[src/rtl/uart_rx_pkg.sv]
package uart_rx_pkg;

   typedef enum logic [1:0] {
      ST_HUNT  = 2'd0,
      ST_START = 2'd1,
      ST_DATA  = 2'd2,
      ST_STOP  = 2'd3
   } rx_state_e;

   localparam int unsigned GAP_BITS_DEFAULT = 11;

endpackage

[src/rtl/rx_sync_chain.sv]
module rx_sync_chain #(
   parameter int STAGES      = 2,
   parameter bit RESET_LEVEL = 1'b1
) (
   input  logic clk,
   input  logic rst,
   input  logic d_i,
   output logic q_o
);
   logic [STAGES-1:0] pipe_q;

   generate
      for (genvar s = 0; s < STAGES; s++) begin : g_stage
         if (s == 0) begin : g_first
            always_ff @(posedge clk) begin
               if (rst) pipe_q[0] <= RESET_LEVEL;
               else     pipe_q[0] <= d_i;
            end
         end else begin : g_next
            always_ff @(posedge clk) begin
               if (rst) pipe_q[s] <= RESET_LEVEL;
               else     pipe_q[s] <= pipe_q[s-1];
            end
         end
      end
   endgenerate

   assign q_o = pipe_q[STAGES-1];
endmodule

[src/rtl/rx_tick_gen.sv]
module rx_tick_gen #(
   parameter int DIV = 4
) (
   input  logic clk,
   input  logic rst,
   output logic tick_o
);
   generate
      if (DIV == 1) begin : g_every_clock
         logic unused_rst;
         assign unused_rst = rst;
         assign tick_o     = 1'b1;
      end else begin : g_divider
         localparam int CW = $clog2(DIV);
         logic [CW-1:0] cnt_q;
         always_ff @(posedge clk) begin
            if (rst) begin
               cnt_q  <= '0;
               tick_o <= 1'b0;
            end else if (cnt_q == CW'(DIV - 1)) begin
               cnt_q  <= '0;
               tick_o <= 1'b1;
            end else begin
               cnt_q  <= cnt_q + CW'(1);
               tick_o <= 1'b0;
            end
         end
      end
   endgenerate
endmodule

[src/rtl/rx_frame_fsm.sv]
module rx_frame_fsm
   import uart_rx_pkg::*;
#(
   parameter int DATA_BITS  = 8,
   parameter int OVERSAMPLE = 16
) (
   input  logic                 clk,
   input  logic                 rst,
   input  logic                 tick_i,
   input  logic                 rx_i,
   output logic [DATA_BITS-1:0] data_o,
   output logic                 valid_o,
   output logic                 ferr_o
);
   localparam int HALF = OVERSAMPLE / 2;
   localparam int OSW  = $clog2(OVERSAMPLE);
   localparam int BW   = $clog2(DATA_BITS + 1);

   rx_state_e            st_q;
   logic [OSW-1:0]       os_q;
   logic [BW-1:0]        bit_q;
   logic [DATA_BITS-1:0] sh_q;

   always_ff @(posedge clk) begin
      if (rst) begin
         st_q    <= ST_HUNT;
         os_q    <= '0;
         bit_q   <= '0;
         sh_q    <= '0;
         data_o  <= '0;
         valid_o <= 1'b0;
         ferr_o  <= 1'b0;
      end else begin
         valid_o <= 1'b0;
         ferr_o  <= 1'b0;
         if (tick_i) begin
            unique case (st_q)
               ST_HUNT: begin
                  // a low level is a start: no idle time is demanded
                  if (!rx_i) begin
                     st_q <= ST_START;
                     os_q <= '0;
                  end
               end
               ST_START: begin
                  if (os_q == OSW'(HALF - 1)) begin
                     os_q  <= '0;
                     bit_q <= '0;
                     st_q  <= rx_i ? ST_HUNT : ST_DATA;
                  end else begin
                     os_q <= os_q + OSW'(1);
                  end
               end
               ST_DATA: begin
                  if (os_q == OSW'(OVERSAMPLE - 1)) begin
                     os_q <= '0;
                     sh_q <= {rx_i, sh_q[DATA_BITS-1:1]};
                     if (bit_q == BW'(DATA_BITS - 1)) st_q  <= ST_STOP;
                     else                             bit_q <= bit_q + BW'(1);
                  end else begin
                     os_q <= os_q + OSW'(1);
                  end
               end
               ST_STOP: begin
                  if (os_q == OSW'(OVERSAMPLE - 1)) begin
                     // stop centre: deliver and re-arm the hunt at once
                     data_o  <= sh_q;
                     valid_o <= 1'b1;
                     ferr_o  <= ~rx_i;
                     os_q    <= '0;
                     st_q    <= ST_HUNT;
                  end else begin
                     os_q <= os_q + OSW'(1);
                  end
               end
               default: st_q <= ST_HUNT;
            endcase
         end
      end
   end
endmodule

[src/rtl/rx_line_watch.sv]
module rx_line_watch #(
   parameter int OVERSAMPLE = 16,
   parameter int GAP_BITS   = 11
) (
   input  logic clk,
   input  logic rst,
   input  logic tick_i,
   input  logic rx_i,
   output logic idle_o,
   output logic break_o
);
   localparam int BRK_T  = GAP_BITS * OVERSAMPLE;
   localparam int IDLE_T = BRK_T + 1;
   localparam int CW     = $clog2(IDLE_T + 1);

   logic          rx_q;
   logic [CW-1:0] run_q;
   logic          rise, fall;

   assign rise = rx_i & ~rx_q;
   assign fall = ~rx_i & rx_q;

   always_ff @(posedge clk) begin
      if (rst) begin
         rx_q    <= 1'b1;
         run_q   <= '0;
         idle_o  <= 1'b0;
         break_o <= 1'b0;
      end else begin
         rx_q <= rx_i;

         if (rise || fall)                               run_q <= '0;
         else if (tick_i && run_q != CW'(IDLE_T))        run_q <= run_q + CW'(1);

         if (fall)                                       idle_o <= 1'b0;
         else if (rx_q && run_q == CW'(IDLE_T))          idle_o <= 1'b1;

         if (rise)                                       break_o <= 1'b0;
         else if (!rx_q && run_q >= CW'(BRK_T))          break_o <= 1'b1;
      end
   end
endmodule

[src/rtl/uart_rx_resync.sv]
module uart_rx_resync
   import uart_rx_pkg::*;
#(
   parameter int CLKS_PER_BIT_X16 = 4,
   parameter int DATA_BITS        = 8,
   parameter int OVERSAMPLE       = 16,
   parameter int SYNC_STAGES      = 2,
   parameter int GAP_BITS         = GAP_BITS_DEFAULT
) (
   input  logic                 clk,
   input  logic                 rst,
   input  logic                 rx_i,
   output logic [DATA_BITS-1:0] data_o,
   output logic                 valid_o,
   output logic                 frame_err_o,
   output logic                 idle_o,
   output logic                 break_o
);
   generate
      if (CLKS_PER_BIT_X16 < 1) begin : g_bad_div
         $error("CLKS_PER_BIT_X16 must be at least 1");
      end
      if (OVERSAMPLE < 4 || (OVERSAMPLE % 2) != 0) begin : g_bad_os
         $error("OVERSAMPLE must be even and at least 4");
      end
      if (DATA_BITS < 5 || DATA_BITS > 9) begin : g_bad_width
         $error("DATA_BITS must lie between 5 and 9");
      end
      if (SYNC_STAGES < 2) begin : g_bad_sync
         $error("SYNC_STAGES must be at least 2");
      end
      if (GAP_BITS < 2) begin : g_bad_gap
         $error("GAP_BITS must be at least 2");
      end
   endgenerate

   logic rx_s;
   logic tick;

   rx_sync_chain #(.STAGES(SYNC_STAGES), .RESET_LEVEL(1'b1)) u_sync (
      .clk (clk), .rst (rst), .d_i (rx_i), .q_o (rx_s)
   );

   rx_tick_gen #(.DIV(CLKS_PER_BIT_X16)) u_tick (
      .clk (clk), .rst (rst), .tick_o (tick)
   );

   rx_frame_fsm #(.DATA_BITS(DATA_BITS), .OVERSAMPLE(OVERSAMPLE)) u_frame (
      .clk (clk), .rst (rst), .tick_i (tick), .rx_i (rx_s),
      .data_o (data_o), .valid_o (valid_o), .ferr_o (frame_err_o)
   );

   rx_line_watch #(.OVERSAMPLE(OVERSAMPLE), .GAP_BITS(GAP_BITS)) u_watch (
      .clk (clk), .rst (rst), .tick_i (tick), .rx_i (rx_s),
      .idle_o (idle_o), .break_o (break_o)
   );
endmodule

[config.mk]
export PLATFORM = sky130hd
export DESIGN_NAME = uart_rx_resync
export DESIGN_NICKNAME = d
export VERILOG_FILES = /design/src/rtl/uart_rx_pkg.sv /design/src/rtl/rx_sync_chain.sv /design/src/rtl/rx_tick_gen.sv /design/src/rtl/rx_frame_fsm.sv /design/src/rtl/rx_line_watch.sv /design/src/rtl/uart_rx_resync.sv
export SDC_FILE = /design/constraint.sdc
export NUM_CORES = 1
export LEC_CHECK = 0
export BUFFER_PORTS_ARGS = -buffer_cell sky130_fd_sc_hd__buf_2
export CAP_MARGIN = 40
export CORE_MARGIN = 10
export CORE_UTILIZATION = 41
export CTS_CLUSTER_DIAMETER = 60
export CTS_CLUSTER_SIZE = 28
export DETAILED_ROUTE_END_ITERATION = 12
export SETUP_SLACK_MARGIN = 0.5
export SLEW_MARGIN = 40
export SYNTH_ARGS = -nofsm -noshare
export SYNTH_HDL_FRONTEND = slang
export SYNTH_SLANG_ARGS = --single-unit
[constraint.sdc]
create_clock -name clk -period 2.2 [get_ports clk]
set_input_delay 0.11 -clock clk [delete_from_list [all_inputs] [get_ports clk]]
set_output_delay 0.11 -clock clk [all_outputs]
set_load 0.01 [all_outputs]
# ---- Yosys cells after proc, flatten, opt, wreduce, memory -nomap -nowiden
# Index checks and enable logic that the tools add are counted.
dict set report word_totals {
  reg_bits 44
  input_bits 3
  out_inout_bits 12
  word_cells 78
}
dict set report op_classes {
  addsub 4
  n_lt_le_gt_ge 1
  n_eq_ne 15
  muxes 17
  n_bitwise 7
  reduce_logical 19
}
# operator count
set ops {}
lappend ops {{$mux 4} 6}
lappend ops {{$mux 2} 6}
lappend ops {{$pmux 4 s3} 1}
lappend ops {{$reduce_or 2->1} 5}
lappend ops {{$add 4x1->4 const B} 2}
lappend ops {{$add 8x1->8 const B} 1}
lappend ops {{$eq 4x3->1 const B} 2}
lappend ops {{$eq 8x8->1 const B} 1}
lappend ops {{$ge 8x8->1 const B} 1}
lappend ops {{$ne 2x1->1 const B} 4}
lappend ops {{$ne 8x8->1 const B} 1}
lappend ops {{$pmux 2 s4} 1}
lappend ops {{$pmux 4 s2} 1}
lappend ops {{$eq 2x2->1 const B} 3}
lappend ops {{$reduce_and 3->1} 2}
lappend ops {{$reduce_and 6->1} 1}
lappend ops {{$not 1->1} 5}
lappend ops {{$reduce_and 5->1} 1}
lappend ops {{$eq 4x4->1 const B} 1}
lappend ops {{$ne 2x2->1 const B} 2}
lappend ops {{$reduce_or 4->1} 1}
lappend ops {{$logic_and 1x1->1} 3}
lappend ops {{$reduce_or 3->1} 1}
lappend ops {{$add 2x1->2 const B} 1}
lappend ops {{8 further kinds} 10}

# ---- Depth between registers and ports, before layout
# Gate-level depths: netlist (run 1).
dict set report depth {
  word_depth 4
  depth_mapped 6
  ltp_nobuf 6
}

# ---- By module
# Synthesis (run 1) repeated with hierarchy kept, for this count alone.
dict set report hier_totals {
  hier_cells 204
  area_unflattened_um2 1950.6
}
# module instances cells_each area_per_inst_um2 seq_area_each_um2
set by_module_without_submodules {}
lappend by_module_without_submodules {rx_frame_fsm 1 131 1234.9 560.5}
lappend by_module_without_submodules {rx_line_watch 1 62 559.3 220.2}
lappend by_module_without_submodules {rx_tick_gen 1 7 103.8 60.1}
lappend by_module_without_submodules {rx_sync_chain 1 4 52.6 40.0}

# ---- Worst setup path before layout (run 1)
# OpenSTA, ideal clock, no wires.
dict set report synth_timing {
  path_kind {reg2reg}
  startpoint {reg u_frame.os_q[0]}
  endpoint {reg u_frame.bit_q[3]}
  setup_time_ns 0.069
  arrival_time_ns 1.423
  required_time_ns 2.131
  setup_slack_ns 0.708
  stages_incl_launch_ff 6
  path_buffers 0
  synth_period_minus_slack_ns 1.492
  cell_sequence {dfxtp_1 ha_1 and3_4 nand3_4 or3_1 o21ai_1}
}
dict set report synth_between {
  elab_chain_cells 3
  word_cells_on_any_way 5
  classes_between {eq/ne: 4; reduce/logical: 1}
}
# element line_no
set synth_lines {}
lappend synth_lines {{from (decl)} rx_frame_fsm.sv:20} ;# logic [OSW-1:0] os_q;
lappend synth_lines {{from (signal assigned)} rx_frame_fsm.sv:51} ;# os_q <= os_q + OSW'(1);
lappend synth_lines {{from (signal assigned)} rx_frame_fsm.sv:61} ;# os_q <= os_q + OSW'(1);
lappend synth_lines {{from (signal assigned)} rx_frame_fsm.sv:73} ;# os_q <= os_q + OSW'(1);
lappend synth_lines {{$eq 4x4->1 or $eq 4x3->1 (tied branches)} {rx_frame_fsm.sv:55, rx_frame_fsm.sv:46}}
lappend synth_lines {{$ne 2x1->1 (no line)} --}
lappend synth_lines {{$reduce_and 5->1 (no line) *} --}
lappend synth_lines {{to (signal assigned)} rx_frame_fsm.sv:59} ;# else bit_q <= bit_q + BW'(1);
lappend synth_lines {{to (decl)} rx_frame_fsm.sv:21} ;# logic [BW-1:0] bit_q;
# Mark *: on every way between the ends. The rest lies on a longest branch, timed or not.
# A chain may end at the register's enable or synchronous reset.

# ---- Final worst setup path (run 1)
dict set report layout_timing {
  startpoint {reg u_frame.st_q[0]}
  endpoint {reg u_frame.bit_q[2]}
}
dict set report layout_between {
  elab_chain_cells 3
  word_cells_on_any_way 8
  classes_between {eq/ne: 5; mux: 1; reduce/logical: 2}
}
# element line_no
set layout_lines {}
lappend layout_lines {{from (decl)} rx_frame_fsm.sv:19} ;# rx_state_e st_q;
lappend layout_lines {{from (signal assigned)} rx_frame_fsm.sv:49} ;# st_q <= rx_i ? ST_HUNT : ST_DATA;
lappend layout_lines {{$eq 2x2->1 or $eq 2x1->1 (tied branches)} rx_frame_fsm.sv:37} ;# unique case (st_q)
lappend layout_lines {{$ne 2x1->1 (no line) (tied with other cells)} --}
lappend layout_lines {{$reduce_and 5->1 (no line)} --}
# Parallel ways exist; a longest one is shown, timed or not.

==> results.ini, run 1 <==
[run_status]
run_status=finished clean

[routing]
drc=0
via_count=1408
drt-pass1-iter-count=4
final_antenna_net_count=0
drt_iter0_drc=82
wl_per_cell_um=12.5
wl_um=3470
routed_via_density=5.06

[power]
netSwitchingPower_mw=0.287
p_leak_nw=0.781
p_int_mw=1.03
clock_power_share_pct=35.8
power_frac_seq_pct=61.2
power.density_nw_per_um2=632
ir_worst_vdd_mv=0.284
power_mw=1.32
swShare_pct=21.7
comb_power_share_pct=3.0

[floorplanning]
core_um2=4380
rows=24
initial_core_util_pct=42.5
die_w_um=87.4
dieHeight_um=87.4
die-area_um2=7640
ios=15

[sta]
fin_crit_sh_pct=72.2
rsz0062_at_grt=false
finClkSkew_ns=0.00787
drv_slew=0
relSlewSlack_pct=63.1
tightest_slew_ns=0.549
fin_worst_hold_slack_ns=0.200
finalSetupViolCount=0
max_freq_ghz=0.629
hold_viol_final=0
setup-tns-final_ns=0
worst_slack_ns=0.611
period_minus_slack_ns=1.59

[cts]
ctsHtreeMaxLevel=2
worst_skew_pair.late_latency_ns=0.29
clockBufferDepth=2
cts_root_buf=clkbuf_8
clkSinkCount=44
clkSlewWorstSetupHoldPaths_ns=0.08
numCtsBuffers=5
cts_tree=built

[synth]
ys_top_cells_by_area=dfxtp_1 47%, nand2_1 8.3%, ha_1 5.4%
synth_warnings=0
yosysSeqAreaShare_pct=47.2
syn_inst=209
synth_top_area_share_pct=47.2
netlist.top_cell.by_area=dfxtp_1
synth_cell_types=46
netlist_area_um2=1860
synthArstFlopShare_pct=0
synth-seq-cells=44
synth_edf_count=0
syn_nets=220
postSynthAreaPerCell_um2=8.92
ys_dominant_reg_cell=dfxtp_1

[finish]
fin_util_pct=47.7
multi_input_area_um2=930
fin_area_um2=2090
synthToLayoutAreaGrowth_pct=12.1
final_nets=237
final_cells=278
num_antenna_cells=0
drive_above_1_share_pct=16.8
fillers=447
layout_common_cells=44 x dfxtp_1, 41 x nand2_1, 19 x a21oi_1
ff_latch_area_um2=881
layout_commonest_cell=dfxtp_1

[placement]
dp_hpwl_um=2380
portBuffers=14
gp_congestion=0.786
place_inst=268
pre_cts_slack_ns=0.528
postPlaceCellArea_um2=1970

[global_routing]
grt_start_max_net_pins=32
first_global_vias=1381
grt_pass1_wl_um=6230
grt_usage_pct=9.83
antenna_found_initial=0
overflow=0

[worst_setup_path]
timing.reg2reg.setup_slack_ns=0.61
crit_fanout=11
cpPeakStageDelay_ns=0.56
required_ns=2.40
ff2ff_path_depth=4
path_cells=and2b_4, a32oi_1, nor2_1, a311oi_1
crit_path_end_kind=flop
rr_startpoint=u_frame.st_q[0]$_SDFFE_PP0P_
crit_end=u_frame.bit_q[2]$_SDFFE_PP0P_
cp-startpoint=u_frame.st_q[0]$_SDFFE_PP0P_
cp_slowest_cell=dfxtp_1
r2r-end=u_frame.bit_q[2]$_SDFFE_PP0P_
timing_worst_setup_path_type=flop to flop
arrival_ns=1.79
crit_path_start_kind=flop

[min_path]
hold_path.class=input pin to flop

[flow_run]
drv_cap=0

[worst min-delay path by stage]
stage               slack, ns  startpoint  cells after the start                     endpoint
CTS                      0.19         rst                      3      u_watch.rx_q$_SDFF_PP1_
finish                   0.20         rst                      3      u_watch.rx_q$_SDFF_PP1_
floorplan                0.21        rx_i                      1  u_sync.pipe_q[0]$_SDFF_PP1_
global route             0.23         rst                      3      u_watch.rx_q$_SDFF_PP1_
global placement         0.29        rx_i                      2  u_sync.pipe_q[0]$_SDFF_PP1_
detailed placement       0.30        rx_i                      2  u_sync.pipe_q[0]$_SDFF_PP1_
[cell type report]
type | instances | area share, %
clock buffers | 6 | 3.47
clock inverters | 1 | 0.240
inverters | 7 | 1.26
multi-input cells | 149 | 44.5
flip-flops and latches | 44 | 42.2
well taps | 52 | 3.11
repair buffers | 19 | 5.27
[cells in the mapped netlist (2+ instances only)]
cell / number
dfxtp_1: 44
nand2_1: 41
a21oi_1: 19
nor2_1: 14
ha_1: 8
inv_1: 7
buf_2: 5
nand3_1: 5
nor3_1: 5
clkbuf_1: 4
nand4_1: 4
xnor2_1: 4
xor2_1: 4
a311oi_1: 3
a31oi_1: 3
or2_2: 3
mux2i_1: 2
nand3b_1: 2
nor2b_1: 2
nor3b_1: 2
o211ai_1: 2
o31ai_1: 2
[power groups by stage]
stage          Combinational (mW)  Clock (mW)  Sequential (mW)
2_1_floorplan              0.0281           0            0.826
3_3_place_gp               0.0381           0            0.828
3_5_place_dp               0.0387           0            0.828
4_1_cts                    0.0401       0.491            0.809
5_1_grt                    0.0465       0.520            0.810
6_report                   0.0397       0.473            0.809
[worst max-delay path, delay by kind of cell, from the launching register on]
family	cells	cell delay, ns
AO/OA/AOI/OAI	2	0.54
flip-flops	1	0.56
AND/OR/NAND/NOR	2	0.40
[repair_timing]
item | CTS | global route
buffers inserted | 0 | 2
hold endpoints to repair | 1 | 0
setup endpoints to repair | 0 | 13
resized for setup | 0 | 4
hold buffers | 1 | 0
[cell families after synthesis]
| kind of cell | synth area share, % |
|---|---|
| AOI/OAI and AO/OA | 13.9 |
| adders and majority gates | 5.37 |
| buffers and inverters | 3.56 |
| DFF | 47.2 |
| and+or+nand+nor | 25.1 |
| xor gates and xnor gates | 3.76 |
| muxes | 1.07 |
[sequential cells by signal, indices dropped and copies added (netlist names), named ones only]
signal,cells
u_frame.data_o,8
u_frame.sh_q,8
u_watch.run_q,8
u_frame.bit_q,4
u_frame.os_q,4
u_tick.g_divider.cnt_q,2
u_frame.ferr_o,1
u_frame.st_q,1
u_frame.valid_o,1
u_sync.pipe_q,1
u_sync.q_o,1
u_tick.tick_o,1
u_watch.break_o,1
u_watch.idle_o,1
u_watch.rx_q,1
[metal layers]
layer | routed length (µm) | GRT usage, %
met1 | 1790 | 13.0
met2 | 1500 | 14.7
met3 | 133 | 3.09
met4 | 40 | 3.04
met5 | 0 | 0
No activity file was read; power rests on OpenSTA's default activity.
==> run 2, diff against run 1 <==
- ABC_AREA: not set -> 1
- clock period: 2.2 -> 1.4 ns (I/O delays scaled with it)
==> results.ini, run 2 <==
[global_routing]
grt_usage_pct=12.9  ; +3.1 points
overflow=0  ; unchanged
grt_start_max_net_pins=18  ; -44%
grt_pass1_wl_um=8050  ; +29%
first_global_vias=1717  ; +24%
antenna_found_initial=0  ; unchanged

[sta]
period_minus_slack_ns=1.39  ; -0.201 ns
max_freq_ghz=0.720  ; +14%
hold_viol_final=0  ; unchanged
tightest_slew_ns=0.282  ; -0.267 ns
drv_slew=0  ; unchanged
fin_crit_sh_pct=99.1  ; +27 points
rsz0062_at_grt=true
finClkSkew_ns=0.00677  ; -0.00110 ns
relSlewSlack_pct=81.2  ; +18 points
worst_slack_ns=0.0120  ; -0.599 ns
finalSetupViolCount=0  ; unchanged

[synth]
synth-seq-cells=44  ; unchanged
syn_inst=245  ; +17%
synth_commonest_cells=45 x nor2_1, 44 x dfxtp_1, 42 x nand2_1
yosysSeqAreaShare_pct=47.0  ; -0.25 points
netlist.top_cell.by_area=dfxtp_1
syn_nets=256  ; +16%
synth_warnings=0  ; unchanged
synth_cell_types=24  ; -48%
synthArstFlopShare_pct=0  ; unchanged
postSynthAreaPerCell_um2=7.65  ; -14%
ys_top_cells_by_area=dfxtp_1 47%, nor2_1 9.0%, nand2_1 8.4%
yosys.cell_count.top_type=nor2_1
synth_edf_count=0  ; unchanged
netlist_area_um2=1870  ; +0.54%
synth_top_area_share_pct=47.0  ; -0.25 points
ys_dominant_reg_cell=dfxtp_1

[finish]
layout_common_cells=31 x nor2_1, 25 x dfxtp_1, 24 x nand2_1
synthToLayoutAreaGrowth_pct=53.0
fin_util_pct=65.4  ; +18 points
final_nets=301  ; +27%
num_antenna_cells=0  ; unchanged
layout_commonest_cell=nor2_1
top_regs=u_frame.data_o: 8 flops, u_frame.sh_q: 8 flops, u_watch.run_q: 8 flops
drive_above_1_share_pct=51.9  ; +35 points

[cts]
cts_root_buf=clkbuf_8
cts_tree=built
worst_skew_pair.late_latency_ns=0.30  ; about the same
ctsHtreeMaxLevel=2  ; unchanged
clockBufferDepth=2  ; unchanged
clkSinkCount=44  ; unchanged
numCtsBuffers=5  ; unchanged
clkSlewWorstSetupHoldPaths_ns=0.09  ; about the same

[routing]
drt-pass1-iter-count=4  ; unchanged
drc=0  ; unchanged
drt_iter0_drc=38  ; -54%
wl_per_cell_um=14.4  ; +16%
routed_via_density=5.04  ; -0.53%
via_count=1728  ; +23%
final_antenna_net_count=0  ; unchanged
wl_um=4950  ; +43%

[power]
netSwitchingPower_mw=0.543  ; +90%
ir_worst_vdd_mv=0.733  ; +160%
power.density_nw_per_um2=829  ; +31%
comb_power_share_pct=4.7  ; +1.7 points
swShare_pct=22.9  ; +1.2 points
power_mw=2.38  ; +80%
p_leak_nw=1.12  ; +44%
power_frac_seq_pct=53.1  ; -8.1 points
p_int_mw=1.83  ; +77%
clock_power_share_pct=42.1  ; +6.3 points

[floorplanning]
ios=15  ; unchanged
die_w_um=87.6  ; +0.21%
initial_core_util_pct=42.8  ; +0.23 points
core_um2=4380  ; unchanged
dieHeight_um=87.6  ; +0.21%
rows=24  ; unchanged
die-area_um2=7680  ; +0.41%

[worst_setup_path]
path_cells=ha_4, nand3_4, inv_2, nand4_1, buf_4, o21ai_1, nor2_1
timing_worst_setup_path_type=flop to flop
crit_buf_inv=2  ; +2
r2r-end=u_frame.data_o[6]$_SDFFE_PP0P_
cp_slowest_cell=dfxtp_2
crit_path_end_kind=flop
path_delay_family=flip-flops
arrival_ns=1.59  ; -0.20 ns
required_ns=1.60  ; -0.80 ns
ff2ff_path_depth=7  ; +3
cpPeakStageDelay_ns=0.36  ; -0.20 ns
crit_fanout=5  ; -6
crit_path_start_kind=flop
timing.reg2reg.setup_slack_ns=0.01  ; -0.60 ns
rr_startpoint=u_frame.os_q[0]$_SDFFE_PP0P_

[placement]
gp_congestion=0.796  ; +1.3%
portBuffers=14  ; unchanged
pre_cts_slack_ns=0.0426  ; -0.485 ns
dp_hpwl_um=2750  ; +16%

[flow_run]
drv_cap=0  ; unchanged

[min_path]
hold_depth=4  ; +1
min_to=u_frame.st_q[0]$_SDFFE_PP0P_
worstHoldStart=rst
hold_path.class=input pin to flop

[run_status]
run_status=finished clean

## run 2: worst max-delay path by stage
stage                                 start                             end  cells past startpoint
2_1_floorplan  u_frame.os_q[1]$_SDFFE_PP0P_                            flop                      8
5_1_grt        u_frame.os_q[1]$_SDFFE_PP0P_  u_frame.data_o[6]$_SDFFE_PP0P_                      7
3_5_place_dp   u_frame.os_q[1]$_SDFFE_PP0P_                            flop                      9
4_1_cts        u_frame.os_q[0]$_SDFFE_PP0P_  u_frame.data_o[2]$_SDFFE_PP0P_                      7
6_report       u_frame.os_q[0]$_SDFFE_PP0P_  u_frame.data_o[6]$_SDFFE_PP0P_                      7
3_3_place_gp   u_frame.os_q[1]$_SDFFE_PP0P_                            flop                      9
## run 2: area by class of cell
type	instances	area (µm²)
clock buffer	5	68.8
clock inverter	3	46.3
fill	365	1520
inverter	22	109
multi-input combinational	176	1340
sequential	44	920
tap	52	65.1
timing repair buffer	40	303
timing repair inverter	1	16.3
## run 2: logic make-up (layout without fill, tap and decap cells)
family	after synthesis	after routing	synth area share, %
AND/OR/NAND/NOR	115	117	25.8
flip-flops	44	44	47.0
AO/OA/AOI/OAI	42	42	11.8
buffers and inverters	27	71	5.81
XOR/XNOR	9	9	4.21
adder cells (fa/ha/maj)	8	8	5.34
## run 2: metal layers
metal | GRT usage (%) | wire, µm | vias to the layer above
li1 | - | - | 877
met1 | 15.5 | 2170 | 827
met2 | 22.0 | 2590 | 14
met3 | 2.79 | 97 | 10
met4 | 4.78 | 95 | 0
met5 | 0 | 0 | -
## run 2: power by group through the flow
stage | Clock, mW | Sequential [mW] | Combinational, mW
finish | 1.00 | 1.26 | 0.112
CTS | 1.03 | 1.26 | 0.0953
detailed placement | 0 | 1.30 | 0.0789
global placement | 0 | 1.30 | 0.0791
floorplan | 0 | 1.30 | 0.0552
global route | 1.08 | 1.27 | 0.127
## run 2: what timing repair did
action | CTS | global route
buffers inserted | 10 | 6
hold buffers | 1 | 0
resized for setup | 57 | 58
pin swaps | 20 | 14
cloned | 3 | 0
hold endpoints to repair | 1 | 0
setup endpoints to repair | 38 | 40
## run 2: worst reg2reg max path, delay by kind of cell (launching register included)
kind | cells | cell delay [ns]
compound gates | 1 | 0.11
fa+ha+maj | 1 | 0.16
buf+inv | 2 | 0.31
flops | 1 | 0.36
simple gates | 3 | 0.34
## run 2: through the flow
step / hold slack, ns / instance area (µm²) / setup TNS, ns / instances
floorplan: 0.146 / 1960 / 0 / 245
global placement: 0.256 / 2140 / 0 / 315
detailed placement: 0.260 / 2140 / 0 / 315
CTS: 0.111 / 2600 / 0 / 337
global route: 0.157 / 2870 / -0.216 / 343
finish: 0.111 / 2870 / 0 / 343
==> run 3, diff against run 2 <==
- CORE_ASPECT_RATIO: not set -> 0.6
- REMOVE_ABC_BUFFERS: not set -> 1
==> results.ini, run 3 (synthesis gave the netlist of run 2 again) <==
[run_status]
run_status=finished clean

[power]
power_frac_seq_pct=56.8  ; +3.7 points
power_mw=2.23  ; -6.3%
netSwitchingPower_mw=0.492  ; -9.4%
clock_power_share_pct=38.2  ; -3.9 points
comb_power_share_pct=5.1  ; +0.4 points
swShare_pct=22.1  ; -0.77 points
p_int_mw=1.74  ; -5.3%
ir_worst_vdd_mv=0.588  ; -20%
p_leak_nw=1.29  ; +15%
power.density_nw_per_um2=760  ; -8.3%

[global_routing]
grt_usage_pct=13.3  ; +0.35 points
first_global_vias=1703  ; -0.82%
antenna_found_initial=0  ; unchanged
overflow=0  ; unchanged
grt_start_max_net_pins=22  ; +4
grt_pass1_wl_um=8260  ; +2.6%

[worst_setup_path]
crit_path_end_kind=flop
timing_worst_setup_path_type=flop to flop
crit_path_start_kind=flop
r2r-end=u_frame.data_o[7]$_SDFFE_PP0P_
crit_fanout=5  ; unchanged
arrival_ns=1.55  ; -0.04 ns
timing.reg2reg.setup_slack_ns=0.04  ; +0.03 ns
ff2ff_path_depth=8  ; +1
required_ns=1.59  ; about the same
rr_startpoint=u_frame.os_q[0]$_SDFFE_PP0P_

[finish]
layout_common_cells=29 x nor2_1, 29 x dfxtp_1, 23 x nand2_1
fillers=302  ; -17%
drive_above_1_share_pct=52.7  ; +0.81 points
fin_util_pct=68.8  ; +3.4 points
final_cells=356  ; +3.8%
num_antenna_cells=0  ; unchanged
synthToLayoutAreaGrowth_pct=56.3
final_nets=307  ; +2.0%
top_regs=u_frame.data_o: 8 flops, u_frame.sh_q: 8 flops, u_watch.run_q: 8 flops

[min_path]
min_to=u_frame.os_q[3]$_SDFFE_PP0P_
hold_depth=2  ; -2
worstHoldStart=rst
hold_path.class=input pin to flop

[sta]
fin_worst_hold_slack_ns=0.0266  ; -0.0848 ns
drv_slew=0  ; unchanged
relSlewSlack_pct=79.9  ; -1.3 points
period_minus_slack_ns=1.36  ; -0.0292 ns
rsz0062_at_grt=true
setup-tns-final_ns=0  ; unchanged
tightest_slew_ns=0.300  ; +0.0187 ns
max_freq_ghz=0.736  ; +2.1%
hold_viol_final=0  ; unchanged
finalSetupViolCount=0  ; unchanged
fin_crit_sh_pct=97.1  ; -2.1 points
finClkSkew_ns=0.00577  ; -0.00100 ns

[routing]
drc=0  ; unchanged
via_count=1786  ; +3.4%
final_antenna_net_count=0  ; unchanged
wl_per_cell_um=14.9  ; +3.1%
routed_via_density=5.02  ; -0.42%
drt_iter0_drc=105  ; +180%
drt-pass1-iter-count=4  ; unchanged
wl_um=5300  ; +7.0%

[floorplanning]
initial_core_util_pct=44.0  ; +1.3 points
die_w_um=107  ; +22%
rows=18  ; -25%
die-area_um2=7760  ; +1.2%
ios=15  ; unchanged
core_um2=4260  ; -2.9%
dieHeight_um=72.4  ; -17%

[cts]
cts_tree=built
ctsHtreeMaxLevel=2  ; unchanged
clockBufferDepth=2  ; unchanged
cts_root_buf=clkbuf_8
clkSinkCount=44  ; unchanged
numCtsBuffers=5  ; unchanged
worst_skew_pair.late_latency_ns=0.30  ; about the same
clkSlewWorstSetupHoldPaths_ns=0.07  ; -0.02 ns

[placement]
dp_hpwl_um=2890  ; +5.2%
place_inst=332  ; +5.4%
portBuffers=14  ; unchanged
gp_congestion=0.841  ; +5.7%

[flow_run]
drv_cap=0  ; unchanged

## run 3: cell count changes in the layout (fill, tap and decap cells not counted), sizes merged
cell      before  now
buf           39   45
bufinv         1    0
clkbuf         5    7
clkinvlp       2    0
inv           21   20
clkinv         2    3
## run 3: how the worst max path moves through the flow
stage | start | end | slack (ns) | depth (start not counted)
floorplan | u_frame.os_q[0]$_SDFFE_PP0P_ | u_frame.data_o[0]$_SDFFE_PP0P_ | 0.01 | 7
detailed placement | u_frame.os_q[0]$_SDFFE_PP0P_ | u_frame.sh_q[7]$_SDFFE_PP0P_ | -0.01 | 8
finish | u_frame.os_q[0]$_SDFFE_PP0P_ | u_frame.data_o[7]$_SDFFE_PP0P_ | 0.04 | 8
global route | u_frame.os_q[0]$_SDFFE_PP0P_ | u_frame.sh_q[5]$_SDFFE_PP0P_ | -0.03 | 9
global placement | u_frame.os_q[0]$_SDFFE_PP0P_ | u_frame.sh_q[7]$_SDFFE_PP0P_ | 0.03 | 8
CTS | u_frame.os_q[1]$_SDFFE_PP0P_ | u_frame.data_o[3]$_SDFFE_PP0P_ | 0.09 | 7
## run 3: layout make-up
| cell class | count | area (µm²) | share of cell area, % |
|---|---|---|---|
| multi-input cells | 176 | 1360 | 46.2 |
| flip-flops and latches | 44 | 910 | 31.0 |
| repair buffers | 46 | 365 | 12.5 |
| inverters | 22 | 113 | 3.84 |
| clock buffers | 7 | 96.3 | 3.29 |
| well taps | 60 | 75.1 | 2.56 |
| repair inverters | 1 | 16.3 | 0.555 |
## run 3: metal layers
layer / share of wire (%) / track usage [%]
met5: 0 / 0
met2: 46 / 19.2
met4: 1.4 / 6.73
met3: 6.6 / 3.62
met1: 46 / 17.6
## run 3: worst max-delay path, cell delays in order (launching register included)
cell and delay [ns]:
dfxtp_2 0.35, ha_4 0.16, nand3_4 0.10, inv_2 0.08
nand4_1 0.10, buf_6 0.16, buf_8 0.13, o21ai_2 0.11
nor2_1 0.05
## run 3: what timing repair did
item / 4_1_cts / 5_1_grt
cloned: 3 / 1
setup buffers: 8 / 4
resized for setup: 89 / 79
setup endpoints to repair: 38 / 38
hold endpoints to repair: 1 / 0
pin swaps: 15 / 27
hold buffers: 1 / 0
## run 3: metrics by stage
| step | setup WS (ns) | instance area [µm²] |
|---|---|---|
| 6_report | 0.0411 | 2930 |
| 5_1_grt | -0.0339 | 2930 |
| 4_1_cts | 0.0909 | 2600 |
| 3_5_place_dp | -0.0101 | 2130 |
| 3_3_place_gp | 0.0347 | 2130 |
| 2_1_floorplan | 0.0145 | 1850 |
## run 3: power by group through the flow
| stage | registers, mW | clock network [mW] | logic (mW) |
|---|---|---|---|
| 6_report | 1.26 | 0.851 | 0.113 |
| 5_1_grt | 1.27 | 0.944 | 0.126 |
| 4_1_cts | 1.27 | 0.878 | 0.0929 |
| 3_5_place_dp | 1.30 | 0 | 0.0769 |
| 3_3_place_gp | 1.30 | 0 | 0.0764 |
| 2_1_floorplan | 1.30 | 0 | 0.0451 |
